File: src/rtl/wdm_pkg.sv
package wdm_pkg;

    typedef enum logic {
        MODE_RD = 1'b0,
        MODE_WR = 1'b1
    } bus_mode_e;

    typedef struct packed {
        bus_mode_e mode;
    } fsm_state_t;

endpackage

File: src/rtl/wdm_trigger.sv
module wdm_trigger #(
    parameter int CNT_W       = 6,
    parameter bit OPPORTUNIST = 1'b1
) (
    input  logic [CNT_W-1:0] wq_count,
    input  logic             rq_empty,
    input  logic [CNT_W-1:0] hi_mark,
    input  logic [CNT_W-1:0] lo_mark,
    output logic             enter_wr,
    output logic             leave_wr
);

    logic cfg_ok;
    logic hit_hi;
    logic idle_fill;
    logic at_low;
    logic q_zero;

    always_comb begin
        cfg_ok    = (lo_mark < hi_mark);
        q_zero    = (wq_count == '0);
        // inverted thresholds disable the watermark trigger
        hit_hi    = cfg_ok && (wq_count >= hi_mark);
        // drain early when reads have nothing to do
        idle_fill = OPPORTUNIST && rq_empty && !q_zero;
        at_low    = (wq_count <= lo_mark);
        enter_wr  = hit_hi || idle_fill;
        // leave at the low mark unless an idle read side keeps draining
        leave_wr  = q_zero || (at_low && (!rq_empty || !OPPORTUNIST));
    end

endmodule

File: src/rtl/wdm_turn_timer.sv
module wdm_turn_timer #(
    parameter int TURN_CYC = 3
) (
    input  logic clk,
    input  logic rst_n,
    input  logic start,
    output logic busy
);

    localparam int TURN_W = (TURN_CYC < 1) ? 1 : $clog2(TURN_CYC + 1);

    generate
        if (TURN_CYC == 0) begin : g_none
            assign busy = 1'b0;
        end else begin : g_cnt
            typedef struct packed {
                logic [TURN_W-1:0] left;
            } tmr_state_t;

            tmr_state_t st_d, st_q;

            always_comb begin
                st_d = st_q;
                if (start) begin
                    st_d.left = TURN_W'(TURN_CYC);
                end else if (st_q.left != '0) begin
                    st_d.left = st_q.left - 1'b1;
                end
            end

            always_ff @(posedge clk) begin
                if (!rst_n) begin
                    st_q <= '0;
                end else begin
                    st_q <= st_d;
                end
            end

            assign busy = (st_q.left != '0);


            start_opens_window_chk: assert property (@(posedge clk) disable iff (!rst_n)
                start |=> busy);

            no_restart_in_window_chk: assert property (@(posedge clk) disable iff (!rst_n)
                busy |-> !start);
        end
    endgenerate

endmodule

File: src/rtl/wdm_mode_fsm.sv
module wdm_mode_fsm
    import wdm_pkg::*;
(
    input  logic      clk,
    input  logic      rst_n,
    input  logic      enter_wr,
    input  logic      leave_wr,
    input  logic      busy,
    output bus_mode_e mode,
    output logic      flip
);

    fsm_state_t st_d, st_q;

    always_comb begin
        st_d = st_q;
        flip = 1'b0;
        if (!busy) begin
            unique case (st_q.mode)
                MODE_RD: flip = enter_wr;
                MODE_WR: flip = leave_wr;
                default: flip = 1'b0;
            endcase
        end
        if (flip) begin
            st_d.mode = (st_q.mode == MODE_RD) ? MODE_WR : MODE_RD;
        end
    end

    always_ff @(posedge clk) begin
        if (!rst_n) begin
            st_q.mode <= MODE_RD;
        end else begin
            st_q <= st_d;
        end
    end

    assign mode = st_q.mode;


    frozen_in_window_chk: assert property (@(posedge clk) disable iff (!rst_n)
        busy |=> $stable(st_q.mode));

endmodule

File: src/rtl/wdrain_mode_ctrl.sv
module wdrain_mode_ctrl
    import wdm_pkg::*;
#(
    parameter int CNT_W       = 6,
    parameter int TURN_CYC    = 3,
    parameter bit OPPORTUNIST = 1'b1
) (
    input  logic             clk,
    input  logic             rst_n,
    input  logic [CNT_W-1:0] wq_count,
    input  logic             rq_empty,
    input  logic [CNT_W-1:0] hi_mark,
    input  logic [CNT_W-1:0] lo_mark,
    output logic             mode_wr,
    output logic             turn_busy,
    output logic             issue_en
);

    logic      enter_wr;
    logic      leave_wr;
    logic      flip;
    logic      busy;
    bus_mode_e mode;

    wdm_trigger #(
        .CNT_W      (CNT_W),
        .OPPORTUNIST(OPPORTUNIST)
    ) u_trigger (
        .wq_count(wq_count),
        .rq_empty(rq_empty),
        .hi_mark (hi_mark),
        .lo_mark (lo_mark),
        .enter_wr(enter_wr),
        .leave_wr(leave_wr)
    );

    wdm_mode_fsm u_fsm (
        .clk     (clk),
        .rst_n   (rst_n),
        .enter_wr(enter_wr),
        .leave_wr(leave_wr),
        .busy    (busy),
        .mode    (mode),
        .flip    (flip)
    );

    wdm_turn_timer #(
        .TURN_CYC(TURN_CYC)
    ) u_timer (
        .clk  (clk),
        .rst_n(rst_n),
        .start(flip),
        .busy (busy)
    );

    always_comb begin
        mode_wr   = (mode == MODE_WR);
        turn_busy = busy;

        if (busy) begin
            issue_en = 1'b0;
        end else if (mode == MODE_WR) begin
            issue_en = (wq_count != '0);
        end else begin
            issue_en = !rq_empty;
        end
    end


    no_issue_in_window_chk: assert property (@(posedge clk) disable iff (!rst_n)
        turn_busy |-> !issue_en);


    high_mark_forces_write_chk: assert property (@(posedge clk) disable iff (!rst_n)
        (!turn_busy && !mode_wr && (lo_mark < hi_mark) && (wq_count >= hi_mark)) |=> mode_wr);


    hysteresis_hold_chk: assert property (@(posedge clk) disable iff (!rst_n)
        (!turn_busy && !rq_empty && (wq_count > lo_mark) && (wq_count < hi_mark))
            |=> $stable(mode_wr));

    generate
        if (TURN_CYC > 0) begin : g_turn_chk

            change_opens_window_chk: assert property (@(posedge clk) disable iff (!rst_n)
                !$stable(mode_wr) |-> turn_busy);
        end
    endgenerate

endmodule

File: config.mk
export PLATFORM = sky130hd
export DESIGN_NAME = wdrain_mode_ctrl
export DESIGN_NICKNAME = d
export VERILOG_FILES = /design/src/rtl/wdm_pkg.sv /design/src/rtl/wdm_trigger.sv /design/src/rtl/wdm_turn_timer.sv /design/src/rtl/wdm_mode_fsm.sv /design/src/rtl/wdrain_mode_ctrl.sv
export SDC_FILE = /design/constraint.sdc
export NUM_CORES = 1
export LEC_CHECK = 0
export BUFFER_PORTS_ARGS = -buffer_cell sky130_fd_sc_hd__buf_2
export CORE_MARGIN = 3
export CORE_UTILIZATION = 42
export DETAILED_ROUTE_END_ITERATION = 8
export MAX_ROUTING_LAYER = met4
export PLACE_DENSITY_LB_ADDON = 0.3
export SYNTH_ARGS = -nofsm -noshare
export SYNTH_HDL_FRONTEND = slang
export SYNTH_HIERARCHICAL = 1
export SYNTH_SLANG_ARGS = --single-unit
File: constraint.sdc
create_clock -name clk -period 1.8 [get_ports clk]
set_clock_uncertainty 0.2 [all_clocks]
set_input_delay 0.27 -clock clk [delete_from_list [all_inputs] [get_ports clk]]
set_output_delay 0.27 -clock clk [all_outputs]
set_load 0.03 [all_outputs]
== Word-level counts from Yosys, hierarchy flattened ==
Cells that the tools add are included.

* Output and inout port bits: 3
* Word-level logic and storage cells: 25
* Flip-flop bits (word level): 3

* Add/subtract/negate cells: 1
* Bitwise gates (word level): 1
* Reductions and logical operators: 11
* Multiplexer cells: 7
* $lt $le $gt $ge: 3

{| class="wikitable"
|+ Operator list
! operator !! number
|-
| $ge 6x6->1 || 1
|-
| $le 6x6->1 || 1
|-
| $logic_not 6->1 || 1
|-
| $lt 6x6->1 || 1
|-
| $reduce_bool 6->1 || 1
|-
| $mux 1 || 4
|-
| $mux 2 || 2
|-
| $reduce_bool 2->1 || 2
|-
| $logic_and 1x1->1 || 3
|-
| $logic_not 1->1 || 2
|-
| $logic_or 1x1->1 || 2
|-
| $pmux 1 s2 || 1
|-
| $sub 2x1->2 const B || 1
|-
| $not 1->1 || 1
|}

== Longest topological paths before layout ==
Gate-level depths: netlist of run 1.

* Depth after elaboration: 7
* Mapped depth: 9
* Depth with buffers taken out: 9

== Modules after synthesis ==
The synthesis of run 1 kept the hierarchy.

{| class="wikitable"
|+ By module, submodules not included
! module !! cells an instance !! area an instance (um^2) !! sequential area each (um^2) !! instances
|-
| wdm_trigger || 57 || 415.4 || 0.0 || 1
|-
| wdm_turn_timer || 10 || 97.6 || 40.0 || 1
|-
| wdm_mode_fsm || 7 || 63.8 || 20.0 || 1
|-
| wdrain_mode_ctrl || 4 || 31.3 || 0.0 || 1
|}

== Least setup slack after synthesis of run 1 ==
Ideal clock, no wire load.

* Path kind: reg2out
* Start point: register u_fsm/mode (netlist name)
* End point: output issue_en
* Setup slack: -166 ps
* Cell stages (with the launch flop): 3
* Data required time: 1330 ps
* Data arrival time: 1496 ps
* Cells stage by stage: dfxtp_1 > nor2b_1 > a311oi_1

* Longest elaborated chain between the ends: 2

{| class="wikitable"
|+ RTL lines
! element !! line !! RTL
|-
| $mux 1 || wdrain_mode_ctrl.sv:62 || <nowiki>end else if (mode == MODE_WR) begin</nowiki>
|-
| $mux 1 || wdrain_mode_ctrl.sv:60 || <nowiki>if (busy) begin</nowiki>
|-
| to (decl) || wdrain_mode_ctrl.sv:16 || <nowiki>output logic issue_en</nowiki>
|}

Every way passes these cells.

== Worst setup path in the final report of run 1 ==
* Start point: register u_timer/g_cnt.st_q[1] (netlist bit)
* End point: output issue_en

* Longest elaborated chain between the ends: 2

{| class="wikitable"
|+ RTL lines
! element !! line !! RTL
|-
| from (decl) || wdm_turn_timer.sv:20 || <nowiki>tmr_state_t st_d, st_q;</nowiki>
|-
| from (signal assigned) || wdm_turn_timer.sv:35 || <nowiki>st_q <= st_d;</nowiki>
|-
| $reduce_bool 2->1 || wdm_turn_timer.sv:39 || <nowiki>assign busy = (st_q.left != '0);</nowiki>
|-
| $mux 1 || wdrain_mode_ctrl.sv:60 ||
|}

Every way passes these cells.

==> results.toml, run 1 <==
[layout]
finalNetCount = 151
utilization_pct = 63.79
n_antenna_cell = 0
fillers = 125
drive_gt1_share_pct = 36.94
syn_to_final_growth_pct = 39.92
ff_latch_area_um2 = 60.06
multi_input_area_um2 = 523.0

[route]
drt_drc_violations_left = 0
vias_per_cell = 5.103
wl_mm = 1.383
antenna_left = 0
dr.pass1.iters = 3
vias = 643
drtIter0Drc = 7
wire_per_inst_um = 10.98

[floorplan]
die_area_um2 = 1940
core_region_area_um2 = 1334
initial_core_util_pct = 45.59
die_y_um = 44.05
top_level_ports = 24
num_rows = 13
die_w_um = 44.05

[placed_design]
pre_cts_ws_ns = -0.1702
portBuffers = 23
place.gp.congestion = 0.7568
dp_hpwl_mm = 1.234

[synthesis]
synth-xor-area-share_pct = 1.440
synthCells = 78
syn_area_um2 = 608.1
postSynthAreaPerCell_um2 = 7.796
yosys.area.top_type_share_pct = 37.04
yosysWarnings = 6
synth-compound-area-share_pct = 21.40
synth.distinct_cells = 22
syn_nets = 117
seq_area_frac_synth_pct = 9.877
synth_seq_cells = 3
synth_area_leaders = "ha_1, dfxtp_1, inv_1, a21oi_1, nand2_1"
yosys-mux-area-fraction_pct = 3.292
synth_top_area_cell = "ha_1"
synthAdderAreaFrac_pct = 37.04
synth_top_family_by_area = "adder cells"
yosys.area_share.simple_pct = 17.08

[clocking]
cts.path.max_buffers = 2
post_cts_buffers = 0
cts.sinks = 3
clk_pin_slew_ns = 0.04
cts_root_buffer = "clkbuf_4"
clock_latency_ns = 0.24
htreeDepth = 1
cts_tree = "built"
cts_buffers = 3

[global_route]
grt_busiest_layer = "met2"
use_met2_pct = 32.85
grt_pass1_vias = 638
grtUsageMet1_pct = 16.46
antenna_found_initial = 0
grt_pass1_wl_mm = 2.408
grt_max_degree = 7
overflow = 0
grt_use_met3_pct = 2.439
grt_usage_pct = 17.28

[worst_setup_path]
r2r_slack_ns = 0.49
crit_fanout = 6
max_stage_delay_ns = 0.29
slowest_stage = "dfxtp_1"
criticalPathCategory = "reg2out"
required_ns = 1.33
start_kind = "flip-flop"
r2r_start = "u_timer/g_cnt.st_q[0]"
critPathCaptureType = "output pin"
r2r-end = "u_timer/g_cnt.st_q[0]"
path_cells = "inv_1 -> ha_1 -> inv_2 -> a311oi_2 -> buf_4"
endpoint = "issue_en"
rr_worst_depth = 5
crit_arrival_ns = 1.25
setup.worst_path.start = "u_timer/g_cnt.st_q[1]"

[timing]
setup_viol = 0
rsz0062_at_grt = "yes"
slew_headroom_pct = 84.65
final.setup.worst_slack_ns = 0.08207
finalHoldViolations = 0
worst_pin_slew_ns = 0.2281
fmax_mhz = 582.1
drv_slew = 0
finalCritPeriodShare_pct = 95.44
period_minus_slack_ns = 1.718

[run]
cap_violations = 0

[power]
peakVddDrop_uv = 291.3
leakage_nw = 0.4698
power_density_nw_per_um2 = 793.5

[worst_hold_path]
min_path_type = "in2reg"

[status]
status = "complete, no violations"
[placed cells by master (no fill, tap or decap), drive strengths merged, types with 2 or more instances in the layout]
cell type and instances:
clkbuf 4, nor2b 2, nand2b 2, inv 16
o21a 2, o221ai 2, mux2i 2, nor4 2
ha 18, nand2 7, nor2 4, buf 29
a21oi 8, dfxtp 3, nand4 3
[where the power goes]
group / switching, mW / internal (mW) / total, mW
combinational: 0.239 / 0.189 / 0.428
clock: 0.0395 / 0.0834 / 0.123
sequential: 0.0265 / 0.0974 / 0.124
total: 0.305 / 0.370 / 0.675
[layout make-up]
type / count / area share (%)
well taps: 15 / 2.206
repair buffers: 29 / 19.12
inverters: 16 / 7.059
clock buffers: 4 / 3.088
flip-flops and latches: 3 / 7.059
multi-input cells: 59 / 61.47
[per-stage QoR]
step	hold WS [ns]	total power [mW]	TNS (ns)	instance area [µm²]	cells
CTS	0.07577	0.6679	0	819.5	126
floorplan	0.1875	0.4209	0	614.3	78
detailed placement	0.3266	0.5372	-0.4213	793.3	122
finish	0.08274	0.6751	0	850.8	126
global route	0.09619	0.7376	-0.01741	850.8	126
global placement	0.3200	0.5240	-0.3062	793.3	122
[sequential cells by signal (all words and copies together), names as in the netlist]
name                flops
u_timer/g_cnt.st_q      2
u_fsm/mode              1
[cell usage after synthesis, drive strengths merged]
cell type / instances
o21a: 2
nor2b: 2
o221ai: 2
o221a: 1
nand2b: 2
inv: 16
o32ai: 1
o21ai: 1
nor4: 2
mux2i: 2
a21oi: 8
dfxtp: 3
nand4: 3
xnor2: 1
nor2: 4
o311ai: 1
nand2: 7
a21o: 1
a311oi: 1
ha: 18
[cell families after synthesis]
family | Yosys count
buffers and inverters | 16
adder cells (fa/ha/maj) | 18
AO/OA/AOI/OAI | 18
AND/OR/NAND/NOR | 20
flip-flops | 3
XOR/XNOR | 1
multiplexers | 2
[worst min-delay path by stage]
| stage | from | to | slack (ns) | cells after the start |
|---|---|---|---|---|
| 6_report | rst_n | u_timer/g_cnt.st_q[1] | 0.08 | 2 |
| 5_1_grt | rst_n | u_timer/g_cnt.st_q[1] | 0.1 | 2 |
| 4_1_cts | rst_n | u_timer/g_cnt.st_q[1] | 0.08 | 2 |
| 3_5_place_dp | rst_n | u_timer/g_cnt.st_q[1] | 0.33 | 2 |
| 3_3_place_gp | rst_n | u_timer/g_cnt.st_q[1] | 0.32 | 2 |
| 2_1_floorplan | rst_n | u_timer/g_cnt.st_q[0] | 0.19 | 1 |
[critical path, delay by kind of cell, from the launching register on]
| family | cells | cell delay (ns) |
|---|---|---|
| buf+inv | 3 | 0.34 |
| compound gates | 1 | 0.18 |
| flops | 1 | 0.29 |
| fa+ha+maj | 1 | 0.19 |
[what timing repair did]
| action | in CTS | in global routing |
|---|---|---|
| setup endpoints to repair | 0 | 3 |
| gates resized for setup | 0 | 7 |
| endpoints found under the hold margin | 0 | 0 |
| hold buffers | 0 | 0 |
[metal layers]
layer  vias up  routed length (µm)
met1       285                 556
met5         -                   0
li1        344                   -
met3         0                  62
met4         0                   0
met2        14                 765
Note: power is estimated with default switching activity, not from simulation.
==> inputs of run 2 (changes only) <==
- CORE_AREA: default -> 3 3 40 42
- CORE_MARGIN: 3 -> default
- CORE_UTILIZATION: 42 -> default
- DIE_AREA: default -> 0 0 43 45
- PLACE_DENSITY: default -> 0.87
- PLACE_DENSITY_LB_ADDON: 0.3 -> default
- clock period: 1.8 -> 1.6 ns (I/O delays scaled with it)
==> run 2 against run 1 <==
Design area is 34% higher. Wire length grew 65%. Die area decreased by 0.28%. Hold slack improved by 0.00064 ns. Largest power group unchanged. Global-route usage rose by 3.0 points. Utilization grew 25 points. Largest cell class unchanged. The flow now finishes with violations (negative setup slack). Highest routed layer is now met4.
==> results.toml, run 2 (synthesis results as in run 1) <==
[worst_setup_path]
critPathCaptureType = "flip-flop"
criticalPathCategory = "in2reg"
crit_fanout = 2
endpoint = "u_timer/g_cnt.st_q[1]"
rr_worst_depth = 7
r2r_start = "u_timer/g_cnt.st_q[1]"
path_cells = "buf_4 -> ha_4 -> nand2b_4 -> a21oi_2 -> o221a_1 -> o21ai_2 -> mux2i_1 -> nor2_1 -> o21a_1"
required_ns = 1.57
slowest_stage = "o221a_1"
start_kind = "input pin"
setup.worst_path.start = "hi_mark[0]"
r2r-end = "u_timer/g_cnt.st_q[1]"
max_stage_delay_ns = 0.27
crit_arrival_ns = 1.63
r2r_slack_ns = 0.11

[power]
leakage_nw = 0.5353
internal-power_mw = 0.6053
switching_share_pct = 43.51
power_frac_clock_pct = 12.7
peakVddDrop_uv = 552.6
power_density_nw_per_um2 = 938.0
pwr-share-comb_pct = 72.7
p_seq_share_pct = 14.6
power_switching_mw = 0.4662
power_mw = 1.072

[timing]
slew_headroom_pct = 81.00
worst_pin_slew_ns = 0.2824
period_minus_slack_ns = 1.654
drv_slew = 0
finalCritPeriodShare_pct = 103.4
final.setup.worst_slack_ns = -0.05426
finalHoldViolations = 0
rsz0062_at_grt = "yes"
fmax_mhz = 604.5
setup_viol = 3

[global_route]
grt_max_degree = 7
grt_pass1_wl_mm = 2.884
grt_usage_pct = 20.27
antenna_found_initial = 0
overflow = 0
grt_pass1_vias = 747

[layout]
finalNetCount = 158
regMostFlops = "u_timer/g_cnt.st_q"
syn_to_final_growth_pct = 87.86
utilization_pct = 88.90
mostFrequentLayoutCell = "buf_4"
reg_top3 = "u_timer/g_cnt.st_q x2, u_fsm/mode x1"
n_antenna_cell = 0
drive_gt1_share_pct = 59.32
largest_reg_flops = 2
fillers = 52
layout_common_cells = "buf_4, buf_2, ha_1"

[route]
drt_drc_violations_left = 0
drtIter0Drc = 12
vias = 756
wire_per_inst_um = 17.17
dr.pass1.iters = 4
vias_per_cell = 5.684
wl_mm = 2.284
antenna_left = 0

[placed_design]
place.gp.congestion = 0.7661
portBuffers = 23
dp_hpwl_mm = 1.407

[clocking]
cts_buffers = 3
cts_root_buffer = "clkbuf_4"
cts.sinks = 3
clock_latency_ns = 0.24
cts.path.max_buffers = 2
htreeDepth = 1
cts_tree = "built"
clk_pin_slew_ns = 0.04

[status]
status = "complete, but fails checks"
failed_checks = "negative setup slack"

[floorplan]
top_level_ports = 24
die_y_um = 45
initial_core_util_pct = 47.32
die_w_um = 43
core_region_area_um2 = 1285
die_area_um2 = 1935
num_rows = 13

[run]
cap_violations = 0

[worst_hold_path]
min_path_type = "in2reg"
## run 2: cell count changes in the layout (fill, tap and decap cells not counted), sizes merged
| cell | change |
|---|---|
| buf | +7 |
## run 2: cell type report
type                    count  area, µm²  share of cell area [%]
inverters                  16      80.08                   7.010
flip-flops and latches      3      65.06                   5.695
well taps                  15      18.77                   1.643
repair buffers             36      294.0                   25.74
clock buffers               4      26.28                   2.300
multi-input cells          59      658.1                   57.61
## run 2: what timing repair did
| action | 4_1_cts | 5_1_grt |
|---|---|---|
| pin swaps | 9 | 11 |
| endpoints found under the setup margin | 4 | 4 |
| buffers inserted | 4 | 3 |
| hold buffers | 0 | 0 |
| gates resized for setup | 16 | 31 |
## run 2: worst min path at each step
stage | from | depth (start not counted) | slack [ns] | end
final | rst_n | 2 | 0.08 | u_timer/g_cnt.st_q[0]
after global routing | rst_n | 2 | 0.11 | u_timer/g_cnt.st_q[0]
after floorplan | rst_n | 1 | 0.16 | u_timer/g_cnt.st_q[0]
after global placement | rst_n | 2 | 0.29 | u_timer/g_cnt.st_q[1]
after detailed placement | rst_n | 2 | 0.30 | u_timer/g_cnt.st_q[0]
after CTS | rst_n | 2 | 0.05 | u_timer/g_cnt.st_q[0]
## run 2: routing by layer
metal | vias to the layer above | share of wire, % | track usage (%) | wire length, µm
met5 | - | 0 | - | 0
met4 | 0 | 6.4 | 7.229 | 147
met3 | 14 | 4.9 | 1.594 | 111
met2 | 35 | 57 | 44.61 | 1309
met1 | 349 | 31 | 17.22 | 715
li1 | 358 | - | - | -
## run 2: power groups by stage
stage               Sequential (mW)  Clock, mW  Combinational (mW)
floorplan                     0.163          0               0.344
global placement              0.144          0               0.481
detailed placement            0.149          0               0.505
CTS                           0.151      0.144               0.665
global route                  0.161      0.139               0.830
finish                        0.156      0.136               0.779
## run 2: critical path, delay by kind of cell
| kind | cells | cell delay (ns) |
|---|---|---|
| mux | 1 | 0.09 |
| buf+inv | 1 | 0.12 |
| compound gates | 4 | 0.63 |
| simple gates | 2 | 0.28 |
| fa+ha+maj | 1 | 0.26 |
## run 2: per-stage QoR
step           area, µm²  hold slack (ns)  setup WS [ns]  instances  setup TNS (ns)
4_1_cts            982.2          0.04989       -0.06553        130        -0.07179
3_5_place_dp       870.8           0.2992        -0.3273        122         -0.8755
6_report            1142          0.08338       -0.05426        133         -0.1057
3_3_place_gp       870.8           0.2936        -0.2623        122         -0.7355
2_1_floorplan      691.9           0.1576      -0.003687         78       -0.007375
5_1_grt             1142           0.1067        -0.2307        133         -0.5485
==> inputs of run 3 (changes only) <==
- ABC_AREA: default -> 1
- CAP_MARGIN: default -> 20
- CORE_AREA: 3 3 40 42 -> default
- CORE_MARGIN: default -> 3
- CORE_UTILIZATION: default -> 49
- DIE_AREA: 0 0 43 45 -> default
- PLACE_DENSITY: 0.87 -> 0.89
==> run 3 against run 2 <==
The flow still finishes with violations (negative setup slack). Critical endpoint is now u_timer/g_cnt.st_q[0]. Largest power group unchanged. Combinational power grew 18%. Wire length grew 50%. Final cell count grew 33%.
==> results.toml, run 3 <==
[clocking]
clk_pin_slew_ns = 0.04
cts.sinks = 3
cts.path.max_buffers = 2
htreeDepth = 1
clock_latency_ns = 0.24
cts_tree = "built"
cts_root_buffer = "clkbuf_4"
cts_buffers = 3
cts_hold_buf = 0

[route]
wire_per_inst_um = 19.40
vias_per_cell = 5.667
wl_mm = 3.433
drtIter0Drc = 102
vias = 1003
dr.pass1.iters = 4
drt_drc_violations_left = 0
antenna_left = 0

[worst_setup_path]
criticalPathCategory = "in2reg"
r2r_start = "u_timer/g_cnt.st_q[1]"
start_kind = "input pin"
required_ns = 1.58
rr_worst_depth = 9
crit_fanout = 3
critPathCaptureType = "flip-flop"
r2r-end = "u_timer/g_cnt.st_q[0]"
r2r_slack_ns = 0.18
crit_arrival_ns = 1.77

[synthesis]
synthFlopType = "dfxtp_1"
yosys.area.top_type_share_pct = 31.75
synthTopCellsByCount = "nand2_1, inv_1, ha_1, nor2_1"
postSynthAreaPerCell_um2 = 5.815
synth_area_leaders = "ha_1, nand2_1, inv_1, dfxtp_1, nor2_1"
synth.distinct_cells = 15
yosysWarnings = 6
synth_top_area_cell = "ha_1"
syn_nets = 161
seq_area_frac_synth_pct = 8.466
syn_area_um2 = 709.4
synthCells = 122
synth_edf_count = 0
synth_most_common_cell = "nand2_1"
async_flop_share_pct = 0
synth_seq_cells = 3

[layout]
finalNonFillerCells = 177
layout_common_cells = "nand2_1, inv_1, buf_4"
syn_to_final_growth_pct = 75.48
regMostFlops = "u_timer/g_cnt.st_q"
drive_gt1_share_pct = 51.23
finalNetCount = 202
n_antenna_cell = 0
reg_top3 = "u_timer/g_cnt.st_q x2, u_fsm/mode x1"
largest_reg_flops = 2
mostFrequentLayoutCell = "nand2_1"
fillers = 50

[worst_hold_path]
hold_end = "u_timer/g_cnt.st_q[1]"
hold_depth = 3
min_path_type = "in2reg"
min-delay-start = "rst_n"

[global_route]
grt_pass1_wl_mm = 3.774
grt_usage_pct = 27.37
grt_pass1_vias = 891
antenna_found_initial = 0
overflow = 0
grt_max_degree = 8

[timing]
finalCritPeriodShare_pct = 112.0
drv_slew = 0
finalSetupTns_ns = -0.5140
finalHoldViolations = 0
setup_viol = 4
worst_pin_slew_ns = 0.2691
hold_ws_ns = 0.06404
fmax_mhz = 558.0
final.setup.worst_slack_ns = -0.1922
slew_headroom_pct = 82.03
rsz0062_at_grt = "yes"
period_minus_slack_ns = 1.792

[floorplan]
top_level_ports = 24
die_area_um2 = 1940
core_region_area_um2 = 1334
initial_core_util_pct = 53.19
die_w_um = 44.05
num_rows = 13
die_y_um = 44.05

[placed_design]
pre_cts_ws_ns = -0.2576
dp.cells = 168
dp_hpwl_mm = 1.456
place.gp.congestion = 0.8028
portBuffers = 23

[status]
failed_checks = "negative setup slack"
status = "complete, but fails checks"

[power]
power_density_nw_per_um2 = 978.0
peakVddDrop_uv = 539.0
leakage_nw = 0.6742

[run]
cap_violations = 0
-- run 3: cell count changes after synthesis, sizes merged, moves of 3 or more --
cell	previous run	this run
inv	16	34
nand2	7	36
nand3	0	7
nand4	3	0
nor2	4	12
-- run 3: cell type report --
type | instances | area, µm² | share of cell area (%)
repair buffers | 36 | 281.5 | 22.61
inverters | 35 | 142.6 | 11.46
flip-flops and latches | 3 | 62.56 | 5.025
multi-input cells | 84 | 713.2 | 57.29
clock buffers | 4 | 26.28 | 2.111
well taps | 15 | 18.77 | 1.508
-- run 3: worst max-delay path, cell delays in order --
cell and delay [ns]:
buf_8 0.11, inv_4 0.06, ha_4 0.21, a21oi_1 0.23, nand3_1 0.16, a21oi_2 0.20, nand2_1 0.09, a21oi_2 0.17
clkinv_2 0.09, nand3_2 0.07, nand2_1 0.07, inv_1 0.07
-- run 3: metrics by stage --
stage	cell area [µm²]	total power, mW	utilization (%)
finish	1245	1.218	93.34
global route	1245	1.269	93.34
detailed placement	979.7	0.7110	73.45
CTS	1115	0.9909	83.58
global placement	979.7	0.6888	73.45
floorplan	785.8	0.5357	-
-- run 3: report_power, final --
group	switching [mW]	leakage, nW	internal [mW]
clock network	0.0510	0.0150	0.0942
logic	0.518	0.634	0.402
registers	0.0394	0.0255	0.113
-- run 3: worst max path at each step --
stage                           from                     to  slack (ns)
after floorplan           lo_mark[2]  u_timer/g_cnt.st_q[0]       -0.02
after global placement    lo_mark[3]  u_timer/g_cnt.st_q[0]       -0.21
after detailed placement  lo_mark[5]  u_timer/g_cnt.st_q[0]       -0.26
after CTS                 lo_mark[5]  u_timer/g_cnt.st_q[0]       -0.02
final                     lo_mark[5]  u_timer/g_cnt.st_q[0]       -0.19
after global routing      hi_mark[5]  u_timer/g_cnt.st_q[0]       -0.27
-- run 3: cells by family (layout without fill, tap and decap cells) --
group	after synthesis	count (layout)	share of synthesized area (%)
adder cells (fa/ha/maj)	18	18	31.75
AND/OR/NAND/NOR	55	55	31.75
flip-flops	3	3	8.466
buffers and inverters	35	75	18.70
AO/OA/AOI/OAI	11	11	9.347
-- run 3: timing repair --
action | CTS | global route
gates resized for setup | 21 | 32
setup buffers | 5 | 2
setup endpoints to repair | 3 | 5
gates cloned | 0 | 0
pin swaps | 10 | 19
-- run 3: layer usage --
metal | track usage (%) | wire [µm]
met5 | - | 0
met4 | 7.229 | 216
met3 | 5.691 | 308
met2 | 53.20 | 1690
met1 | 26.85 | 1218
